[src/rtl/rrs_pkg.sv]
package rrs_pkg;
    typedef enum logic [3:0] {
        ST_IDLE,
        ST_LATCH_Y,
        ST_CONNECT,
        ST_SETTLE,
        ST_COL_SEL,
        ST_COL_CAP,
        ST_RST_LATCH,
        ST_RST_PULSE,
        ST_DS_LATCH,
        ST_DS_PULSE
    } seq_state_t;

    typedef enum logic [1:0] {
        CLR_RED   = 2'd0,
        CLR_GREEN = 2'd1,
        CLR_BLUE  = 2'd2
    } bayer_t;
endpackage

[src/rtl/rrs_row_wrap.sv]
module rrs_row_wrap #(
    parameter int W = 4
) (
    input  logic [W-1:0] base,
    input  logic [W-1:0] lead,
    input  logic [W-1:0] last,
    output logic [W-1:0] row
);
    logic [W:0] sum;
    logic [W:0] span;
    logic [W:0] wrapped;

    always_comb begin
        sum     = {1'b0, base} + {1'b0, lead};
        span    = {1'b0, last} + (W+1)'(1);
        wrapped = (sum > {1'b0, last}) ? (sum - span) : sum;
        row     = wrapped[W-1:0];
    end
endmodule

[src/rtl/rrs_fsm.sv]
module rrs_fsm
    import rrs_pkg::*;
#(
    parameter int ROW_W      = 4,
    parameter int COL_W      = 4,
    parameter int ADDR_W     = 4,
    parameter int SETTLE_CYC = 2
) (
    input  logic              clk,
    input  logic              rst_n,
    input  logic              start,
    input  logic [ROW_W-1:0]  cfg_last_row,
    input  logic [COL_W-1:0]  cfg_last_col,
    input  logic [ROW_W-1:0]  cfg_lead,
    input  logic [ROW_W-1:0]  cfg_ds_lead,
    input  logic              cfg_ds_en,
    input  logic [ROW_W-1:0]  clr_row,
    input  logic [ROW_W-1:0]  ref_row,
    output logic [ROW_W-1:0]  row_q,
    output logic [COL_W-1:0]  col_q,
    output logic [ROW_W-1:0]  last_row_q,
    output logic [COL_W-1:0]  last_col_q,
    output logic [ROW_W-1:0]  lead_q,
    output logic [ROW_W-1:0]  ds_lead_q,
    output logic              ds_en_q,
    output logic [ADDR_W-1:0] dec_addr,
    output logic              y_load,
    output logic              x_load,
    output logic              row_connect,
    output logic              row_clear,
    output logic              row_clear_ref,
    output logic              adc_oe,
    output logic              capture,
    output logic              busy
);
    localparam int SET_W = $clog2(SETTLE_CYC) + 1;

    seq_state_t state, nxt;
    logic [SET_W-1:0] set_q;
    logic             last_row_now;

    assign last_row_now = (row_q == last_row_q);

    always_ff @(posedge clk or negedge rst_n) begin
        if (!rst_n) state <= ST_IDLE;
        else        state <= nxt;
    end

    always_comb begin
        nxt = state;
        unique case (state)
            ST_IDLE:      if (start) nxt = ST_LATCH_Y;
            ST_LATCH_Y:   nxt = ST_CONNECT;
            ST_CONNECT:   nxt = ST_SETTLE;
            ST_SETTLE:    if (set_q == SET_W'(SETTLE_CYC-1)) nxt = ST_COL_SEL;
            ST_COL_SEL:   nxt = ST_COL_CAP;
            ST_COL_CAP:   nxt = (col_q == last_col_q) ? ST_RST_LATCH : ST_COL_SEL;
            ST_RST_LATCH: nxt = ST_RST_PULSE;
            ST_RST_PULSE: nxt = ds_en_q ? ST_DS_LATCH
                              : (last_row_now ? ST_IDLE : ST_LATCH_Y);
            ST_DS_LATCH:  nxt = ST_DS_PULSE;
            ST_DS_PULSE:  nxt = last_row_now ? ST_IDLE : ST_LATCH_Y;
            default:      nxt = ST_IDLE;
        endcase
    end

    always_ff @(posedge clk or negedge rst_n) begin
        if (!rst_n) begin
            row_q      <= '0;
            col_q      <= '0;
            set_q      <= '0;
            last_row_q <= '0;
            last_col_q <= '0;
            lead_q     <= '0;
            ds_lead_q  <= '0;
            ds_en_q    <= 1'b0;
        end else begin
            if (state == ST_IDLE && start) begin
                row_q      <= '0;
                last_row_q <= cfg_last_row;
                last_col_q <= cfg_last_col;
                lead_q     <= cfg_lead;
                ds_lead_q  <= cfg_ds_lead;
                ds_en_q    <= cfg_ds_en;
            end else if (nxt == ST_LATCH_Y) begin
                row_q <= row_q + ROW_W'(1);
            end
            if (state == ST_CONNECT)     set_q <= '0;
            else if (state == ST_SETTLE) set_q <= set_q + SET_W'(1);
            if (state == ST_SETTLE)      col_q <= '0;
            else if (state == ST_COL_CAP && col_q != last_col_q)
                col_q <= col_q + COL_W'(1);
        end
    end

    always_comb begin
        dec_addr      = '0;
        y_load        = 1'b0;
        x_load        = 1'b0;
        row_connect   = 1'b0;
        row_clear     = 1'b0;
        row_clear_ref = 1'b0;
        adc_oe        = 1'b0;
        capture       = 1'b0;
        busy          = (state != ST_IDLE);
        unique case (state)
            ST_LATCH_Y:   begin dec_addr = ADDR_W'(row_q);   y_load = 1'b1; end
            ST_CONNECT:   row_connect = 1'b1;
            ST_COL_SEL:   begin dec_addr = ADDR_W'(col_q);   x_load = 1'b1; end
            ST_COL_CAP:   begin adc_oe = 1'b1; capture = 1'b1; end
            ST_RST_LATCH: begin dec_addr = ADDR_W'(clr_row); y_load = 1'b1; end
            ST_RST_PULSE: row_clear = 1'b1;
            ST_DS_LATCH:  begin dec_addr = ADDR_W'(ref_row); y_load = 1'b1; end
            ST_DS_PULSE:  row_clear_ref = 1'b1;
            default:      ;
        endcase
    end
endmodule

[src/rtl/rrs_pix_out.sv]
module rrs_pix_out
    import rrs_pkg::*;
#(
    parameter int ROW_W  = 4,
    parameter int COL_W  = 4,
    parameter int DATA_W = 10
) (
    input  logic              clk,
    input  logic              rst_n,
    input  logic              capture,
    input  logic [DATA_W-1:0] adc_data,
    input  logic [ROW_W-1:0]  row,
    input  logic [COL_W-1:0]  col,
    input  logic [COL_W-1:0]  last_col,
    output logic              pix_valid,
    output logic [DATA_W-1:0] pix_data,
    output logic [ROW_W-1:0]  pix_row,
    output logic [COL_W-1:0]  pix_col,
    output logic [1:0]        pix_color,
    output logic              pix_sof,
    output logic              pix_eol
);
    bayer_t color;

    always_comb begin
        unique case ({row[0], col[0]})
            2'b00:   color = CLR_RED;
            2'b11:   color = CLR_BLUE;
            default: color = CLR_GREEN;
        endcase
    end

    always_ff @(posedge clk or negedge rst_n) begin
        if (!rst_n) begin
            pix_valid <= 1'b0;
            pix_data  <= '0;
            pix_row   <= '0;
            pix_col   <= '0;
            pix_color <= '0;
            pix_sof   <= 1'b0;
            pix_eol   <= 1'b0;
        end else begin
            pix_valid <= capture;
            pix_sof   <= capture && row == '0 && col == '0;
            pix_eol   <= capture && col == last_col;
            if (capture) begin
                pix_data  <= adc_data;
                pix_row   <= row;
                pix_col   <= col;
                pix_color <= color;
            end
        end
    end
endmodule

[src/rtl/rolling_readout_seq.sv]
module rolling_readout_seq #(
    parameter int ROW_W      = 4,
    parameter int COL_W      = 4,
    parameter int DATA_W     = 10,
    parameter int SETTLE_CYC = 2,
    localparam int ADDR_W    = (ROW_W > COL_W) ? ROW_W : COL_W
) (
    input  logic              clk,
    input  logic              rst_n,
    input  logic              start,
    input  logic [ROW_W-1:0]  cfg_last_row,
    input  logic [COL_W-1:0]  cfg_last_col,
    input  logic [ROW_W-1:0]  cfg_lead,
    input  logic [ROW_W-1:0]  cfg_ds_lead,
    input  logic              cfg_ds_en,
    output logic [ADDR_W-1:0] dec_addr,
    output logic              y_load,
    output logic              x_load,
    output logic              row_connect,
    output logic              row_clear,
    output logic              row_clear_ref,
    output logic              adc_oe,
    input  logic [DATA_W-1:0] adc_data,
    output logic              busy,
    output logic              pix_valid,
    output logic [DATA_W-1:0] pix_data,
    output logic [ROW_W-1:0]  pix_row,
    output logic [COL_W-1:0]  pix_col,
    output logic [1:0]        pix_color,
    output logic              pix_sof,
    output logic              pix_eol
);
    logic [ROW_W-1:0] row_q, last_row_q, lead_q, ds_lead_q, clr_row, ref_row;
    logic [COL_W-1:0] col_q, last_col_q;
    logic             frame_ds_en;
    logic             capture;

    rrs_row_wrap #(.W(ROW_W)) u_clr_wrap (
        .base(row_q), .lead(lead_q), .last(last_row_q), .row(clr_row)
    );

    rrs_row_wrap #(.W(ROW_W)) u_ref_wrap (
        .base(row_q), .lead(ds_lead_q), .last(last_row_q), .row(ref_row)
    );

    rrs_fsm #(
        .ROW_W(ROW_W), .COL_W(COL_W), .ADDR_W(ADDR_W), .SETTLE_CYC(SETTLE_CYC)
    ) u_fsm (
        .clk(clk), .rst_n(rst_n), .start(start),
        .cfg_last_row(cfg_last_row), .cfg_last_col(cfg_last_col),
        .cfg_lead(cfg_lead), .cfg_ds_lead(cfg_ds_lead), .cfg_ds_en(cfg_ds_en),
        .clr_row(clr_row), .ref_row(ref_row),
        .row_q(row_q), .col_q(col_q), .last_row_q(last_row_q),
        .last_col_q(last_col_q), .lead_q(lead_q), .ds_lead_q(ds_lead_q),
        .ds_en_q(frame_ds_en), .dec_addr(dec_addr), .y_load(y_load),
        .x_load(x_load), .row_connect(row_connect), .row_clear(row_clear),
        .row_clear_ref(row_clear_ref), .adc_oe(adc_oe), .capture(capture),
        .busy(busy)
    );

    rrs_pix_out #(.ROW_W(ROW_W), .COL_W(COL_W), .DATA_W(DATA_W)) u_pix (
        .clk(clk), .rst_n(rst_n), .capture(capture), .adc_data(adc_data),
        .row(row_q), .col(col_q), .last_col(last_col_q),
        .pix_valid(pix_valid), .pix_data(pix_data), .pix_row(pix_row),
        .pix_col(pix_col), .pix_color(pix_color), .pix_sof(pix_sof),
        .pix_eol(pix_eol)
    );
endmodule

[config.mk]
export PLATFORM = sky130hd
export DESIGN_NAME = rolling_readout_seq
export DESIGN_NICKNAME = d
export VERILOG_FILES = /design/src/rtl/rrs_pkg.sv /design/src/rtl/rrs_row_wrap.sv /design/src/rtl/rrs_fsm.sv /design/src/rtl/rrs_pix_out.sv /design/src/rtl/rolling_readout_seq.sv
export SDC_FILE = /design/constraint.sdc
export NUM_CORES = 1
export LEC_CHECK = 0
export ABC_AREA = 0
export ABC_CLOCK_PERIOD_IN_PS = 3100
export BUFFER_PORTS_ARGS = -buffer_cell sky130_fd_sc_hd__buf_2
export CAP_MARGIN = 40
export CORE_ASPECT_RATIO = 0.6
export CORE_MARGIN = 1.5
export CORE_UTILIZATION = 50
export DETAILED_ROUTE_END_ITERATION = 10
export PLACE_DENSITY = 0.73
export SETUP_SLACK_MARGIN = 0.4
export SYNTH_ARGS = -nofsm -noshare
export SYNTH_HDL_FRONTEND = slang
export SYNTH_SLANG_ARGS = --single-unit
[constraint.sdc]
create_clock -name clk -period 3.1 [get_ports clk]
set_clock_uncertainty 0.1 [all_clocks]
set_input_delay 0.465 -clock clk [delete_from_list [all_inputs] [get_ports clk]]
set_output_delay 0.465 -clock clk [all_outputs]
set_load 0.01 [all_outputs]
Word level (Yosys, flattened, before mapping)
Index checks and enable logic that the tools add are counted.
- word-level logic and storage cells: 77
- bits in writable memories: 0
- ROM bits: 0
- bits in latches: 0
- output and inout bits: 34
- bits of input ports: 30
- register bits after elaboration: 54
- memories kept: 0
- div/mod/pow operators: 0
- add/subtract/negate cells: 8
- multipliers: 0
- equal/unequal tests: 15
- bitwise gates (word level): 0
- reduce and logical (&&, ||, !) cells: 14
- order comparisons: 2
- shift operators: 0
- mux-type cells: 22
- operator list (cell ; count):
    $pmux 4 s10 ; 1
    $mux 4 ; 9
    $eq 4x3->1 const B ; 4
    $pmux 4 s4 ; 1
    $add 4x1->4 const B ; 3
    $logic_not 4->1 ; 3
    $add 4x4->5 ; 2
    $gt 5x4->1 ; 2
    $eq 4x1->1 const B ; 2
    $eq 4x2->1 const B ; 2
    $eq 4x4->1 ; 2
    $eq 4x4->1 const B ; 2
    $sub 4x4->4 ; 2
    $mux 1 ; 7
    $mux 2 ; 3
    $reduce_bool 2->1 ; 3
    $logic_and 1x1->1 ; 5
    $ne 4x4->1 ; 1
    $pmux 2 s2 ; 1
    $reduce_bool 4->1 ; 1
    $reduce_or 3->1 ; 1
    $add 2x1->2 const B ; 1
    $eq 2x1->1 const B ; 1
    $eq 2x2->1 const B ; 1
    $logic_not 2->1 ; 1

Longest topological paths before layout
- depth after elaboration: 7
- gate-level depth with buffers: 11

Hierarchy
A second synthesis with hierarchy kept.
- cell total of the unflattened synthesis: 303
- area, all modules: 3354.5 µm²
- by module, submodules not included (module ; instances ; area an instance (µm²) ; cells each ; sequential area each (µm²)):
    rrs_fsm ; 1 ; 1740.4 ; 171 ; 775.7
    rrs_pix_out ; 1 ; 920.9 ; 58 ; 575.6
    rrs_row_wrap ; 2 ; 346.6 ; 37 ; 0.0

Least setup slack after synthesis
OpenSTA, ideal clock, no wires.
- path kind: register -> output
- start: reg u_fsm.row_q[0]
- end: out dec_addr[0]
- slack: -0.111 ns
- arrival time: 2.646 ns
- data required time: 2.535 ns
- stages on the path, launching flop included: 12
- cells stage by stage: dfrtp_1 ha_1 inv_1 fa_1 inv_1 ha_1 nor2b_1 o21ai_0 a21oi_1 nor3_2 mux2_2 o21ai_1
- longest elaborated chain between the ends: 4
- RTL lines (item ; RTL line ; source):
    from (decl) ; rrs_fsm.sv:19 ; output logic [ROW_W-1:0] row_q,
    from (signal assigned) ; rrs_fsm.sv:86 ; row_q <= row_q + ROW_W'(1);
    $add 4x4->5 ; rrs_row_wrap.sv:14 ; sum = {1'b0, base} + {1'b0, lead};
    $sub 4x4->4 or $gt 5x4->1 (tied branches) ; rrs_row_wrap.sv:16 ; wrapped = (sum > {1'b0, last}) ? (sum - span) : sum;
    $mux 4 ; rrs_row_wrap.sv:16 ;
    $pmux 4 s4 * ; rrs_fsm.sv:106 ; unique case (state)
    to (decl) ; rolling_readout_seq.sv:16 ; output logic [ADDR_W-1:0] dec_addr,
Every way passes the cells marked *; elsewhere a longest branch is shown, timed or not.

Worst setup path after layout
Ends and elaborated chain as after synthesis.

==> flow_summary.toml <==
[route]
drt_iter0_markers = 171
ant_nets = 0
dr.pass1.iters = 4
via_per_inst = 5.32
drcViolationCount = 0
wl_per_cell_um = 16.3
routed_wirelength_um = 7790
routed-via-count = 2544

[floorplanning]
pin_count = 64
rows = 22
die_x_um = 109
initial_utilization = 0.533
coreArea_mm2 = 0.00628
fp.dieH_um = 66.4
die_area_mm2 = 0.00720

[cells_and_area]
syn_to_final_growth_pct = 24.3
instances_no_fill = 478
n_antenna_cell = 0
utilization = 0.662
nets = 456
drive_gt1_frac = 0.409
design_area_mm2 = 0.00416

[setup_path]
crit_fanout = 7
max_stage_delay_ps = 460
cp.arrival_ps = 3120
crit_type = "reg -> out"
slowest_stage = "dfrtp_2"
required_ps = 2530
crit_path_end_kind = "output port"
start_kind = "register"
worstPathCellList = "ha_4 > inv_2 > fa_2 > inv_2 > ha_4 > nor2b_1 > o211ai_1 > a21oi_4 > or3_4 > a32oi_4 > o21ai_4 > buf_6"

[clock_tree]
clk_latency_ps = 310
cts_root_buf = "clkbuf_8"
cts.sinks = 54
clockBufferDepth = 2
cts_buffers = 5
htreeDepth = 2
cts_tree = "built"
path_clk_slew_ps = 110

[status]
failed_checks = "setup timing"
run_status = "finished, violations left"

[global_route]
grt_max_degree = 36
grt_antenna_before_repair = 0
grt_overflow = 0
grt_first_pass_wirelength_um = 13000
first_global_vias = 2584
grt_util_all_layers = 0.241

[place]
gp_congestion = 0.868
hpwl_um = 6150
postPlaceCellArea_mm2 = 0.00394
dp_cells = 468
post-place-ws_ps = -226
portBuffers = 63

[sta]
hold_viol = 0
finalSetupViolations = 4
finalSetupTns_ps = -2170
maxSlewViolCount = 0
period_needed_ps = 3680
fmaxAchievable_mhz = 272
finalCritPeriodShare = 1.19
setup_ws_ps = -583
slew_headroom = 0.399
worst_pin_slew_ps = 901
rsz0062_at_grt = "yes"

[yosys]
ys_top_cells_by_area = "dfrtp_1 40%, mux2_2 11%, ha_1 11%, xor2_1 3.9%, o21ai_0 2.8%"
syn-num-nets = 374
avgSynthCellArea_um2 = 10.8
seq_area_frac_synth = 0.404
synthesis.area_mm2 = 0.00334
synth-edff-count = 0
synth_commonest_cells = "54 x dfrtp_1, 33 x mux2_2, 29 x ha_1"
async_flop_share = 1.00
synth_top_area_share = 0.404
synthCells = 311
ys_warn_count = 0
synth_top_area_cell = "dfrtp_1"
synthMostInstantiatedCell = "dfrtp_1"
synthDistinctLibCells = 48
synthFlopType = "dfrtp_1"
synth-seq-cells = 54

[hold_path]
min_path_type = "in -> async"

[power]
p_per_area_mw_per_mm2 = 302
total_leakage_power_nw = 2.08
peakVddDrop_mv = 0.190

[flow_run]
maxCapViolations = 0
state kept, by name (all words and copies together), names as in the netlist:
signal / cells
u_pix.pix_color: 2
u_fsm.lead_q: 4
u_fsm.set_q: 2
u_pix.pix_data: 10
u_fsm.col_q: 4
u_fsm.last_col_q: 4
u_pix.pix_col: 4
u_pix.pix_row: 4
u_pix.pix_sof: 1
u_fsm.row_q: 4
u_fsm.ds_lead_q: 4
u_fsm.state: 4
u_fsm.ds_en_q: 1
u_pix.pix_valid: 1
u_pix.pix_eol: 1
u_fsm.last_row_q: 4
report_power, final:
group	internal [W]	switching [W]	total [W]
Combinational	0.0000236	0.0000260	0.0000496
Clock	0.000246	0.000248	0.000494
Sequential	0.000710	0.00000307	0.000714
Total	0.000980	0.000277	0.00126
metrics by stage:
stage	power (W)	hold slack, ps
after floorplan	0.000737	69.4
after global placement	0.000777	376
after detailed placement	0.000779	390
after CTS	0.00127	142
after global routing	0.00131	179
final	0.00126	116
per-layer routing:
metal,track usage,vias to the layer above,share of wire
met5,0,-,0
met4,0.0461,0,0.0031
met3,0.0463,2,0.060
met2,0.340,61,0.41
met1,0.380,1236,0.52
li1,-,1245,-
layout make-up:
cell class	instances	area, um2
flip-flops and latches	54	1360
fillers	522	2120
inverters	21	78.8
clock buffers	5	68.8
well taps	84	105
repair buffers	85	487
clock inverters	3	48.8
multi-input cells	226	2010
critical path: cells and delay by family, from the launching register on:
| kind | cells | cell delay [ps] |
|---|---|---|
| buf+inv | 3 | 280 |
| simple gates | 2 | 480 |
| compound gates | 4 | 770 |
| flops | 1 | 460 |
| fa+ha+maj | 3 | 840 |
layout by cell type, fill, tap and decap left out, types with 4 or more instances in the layout:
cell type  instances
ha_1              25
nand2_1           14
nand2b_1           7
o21a_1             4
buf_4             22
or3_1              4
mux2_2            32
a22o_1             4
inv_2              4
clkbuf_8           5
nor3_1             5
inv_1             17
xor2_1            15
buf_2             62
xnor2_2            4
nor2b_1            9
dfrtp_1           51
nor2_1            18
a21oi_1            6
ha_4               4
nand3_1            4
o21ai_0           16
a21oi_2            4
xnor2_1            5
cells by family (layout without fill, tap and decap cells):
kind of cell	after synthesis	after routing	synth area share
AOI/OAI and AO/OA	51	51	0.0965
xor gates and xnor gates	24	24	0.0629
adders and majority gates	33	33	0.132
buffers and inverters	31	114	0.0423
DFF	54	54	0.404
muxes	36	36	0.120
and+or+nand+nor	82	82	0.142
path summary, 6_finish.rpt:
check / depth (start not counted) / slack (ps) / to / start
min in group clk: 3 / 260 / u_fsm.last_row_q[3] / cfg_last_row[3]
max in group asynchronous: 2 / 2110 / u_fsm.col_q[3] / rst_n
worst max-delay path: 12 / -580 / dec_addr[0] / u_fsm.row_q[0]
worst max register to register: 3 / 870 / u_fsm.lead_q[3] / u_fsm.state[1]
worst min register to register: 2 / 410 / u_fsm.set_q[1] / u_fsm.set_q[1]
worst min-delay path: 1 / 120 / u_pix.pix_data[6] / rst_n
timing repair:
item / 4_1_cts / 5_1_grt
buffers inserted: 0 / 2
endpoints found under the setup margin: 4 / 5
pin swaps: 7 / 8
resized for setup: 5 / 12
hold buffers: 0 / 0
No activity file was read; power rests on OpenSTA's default activity.
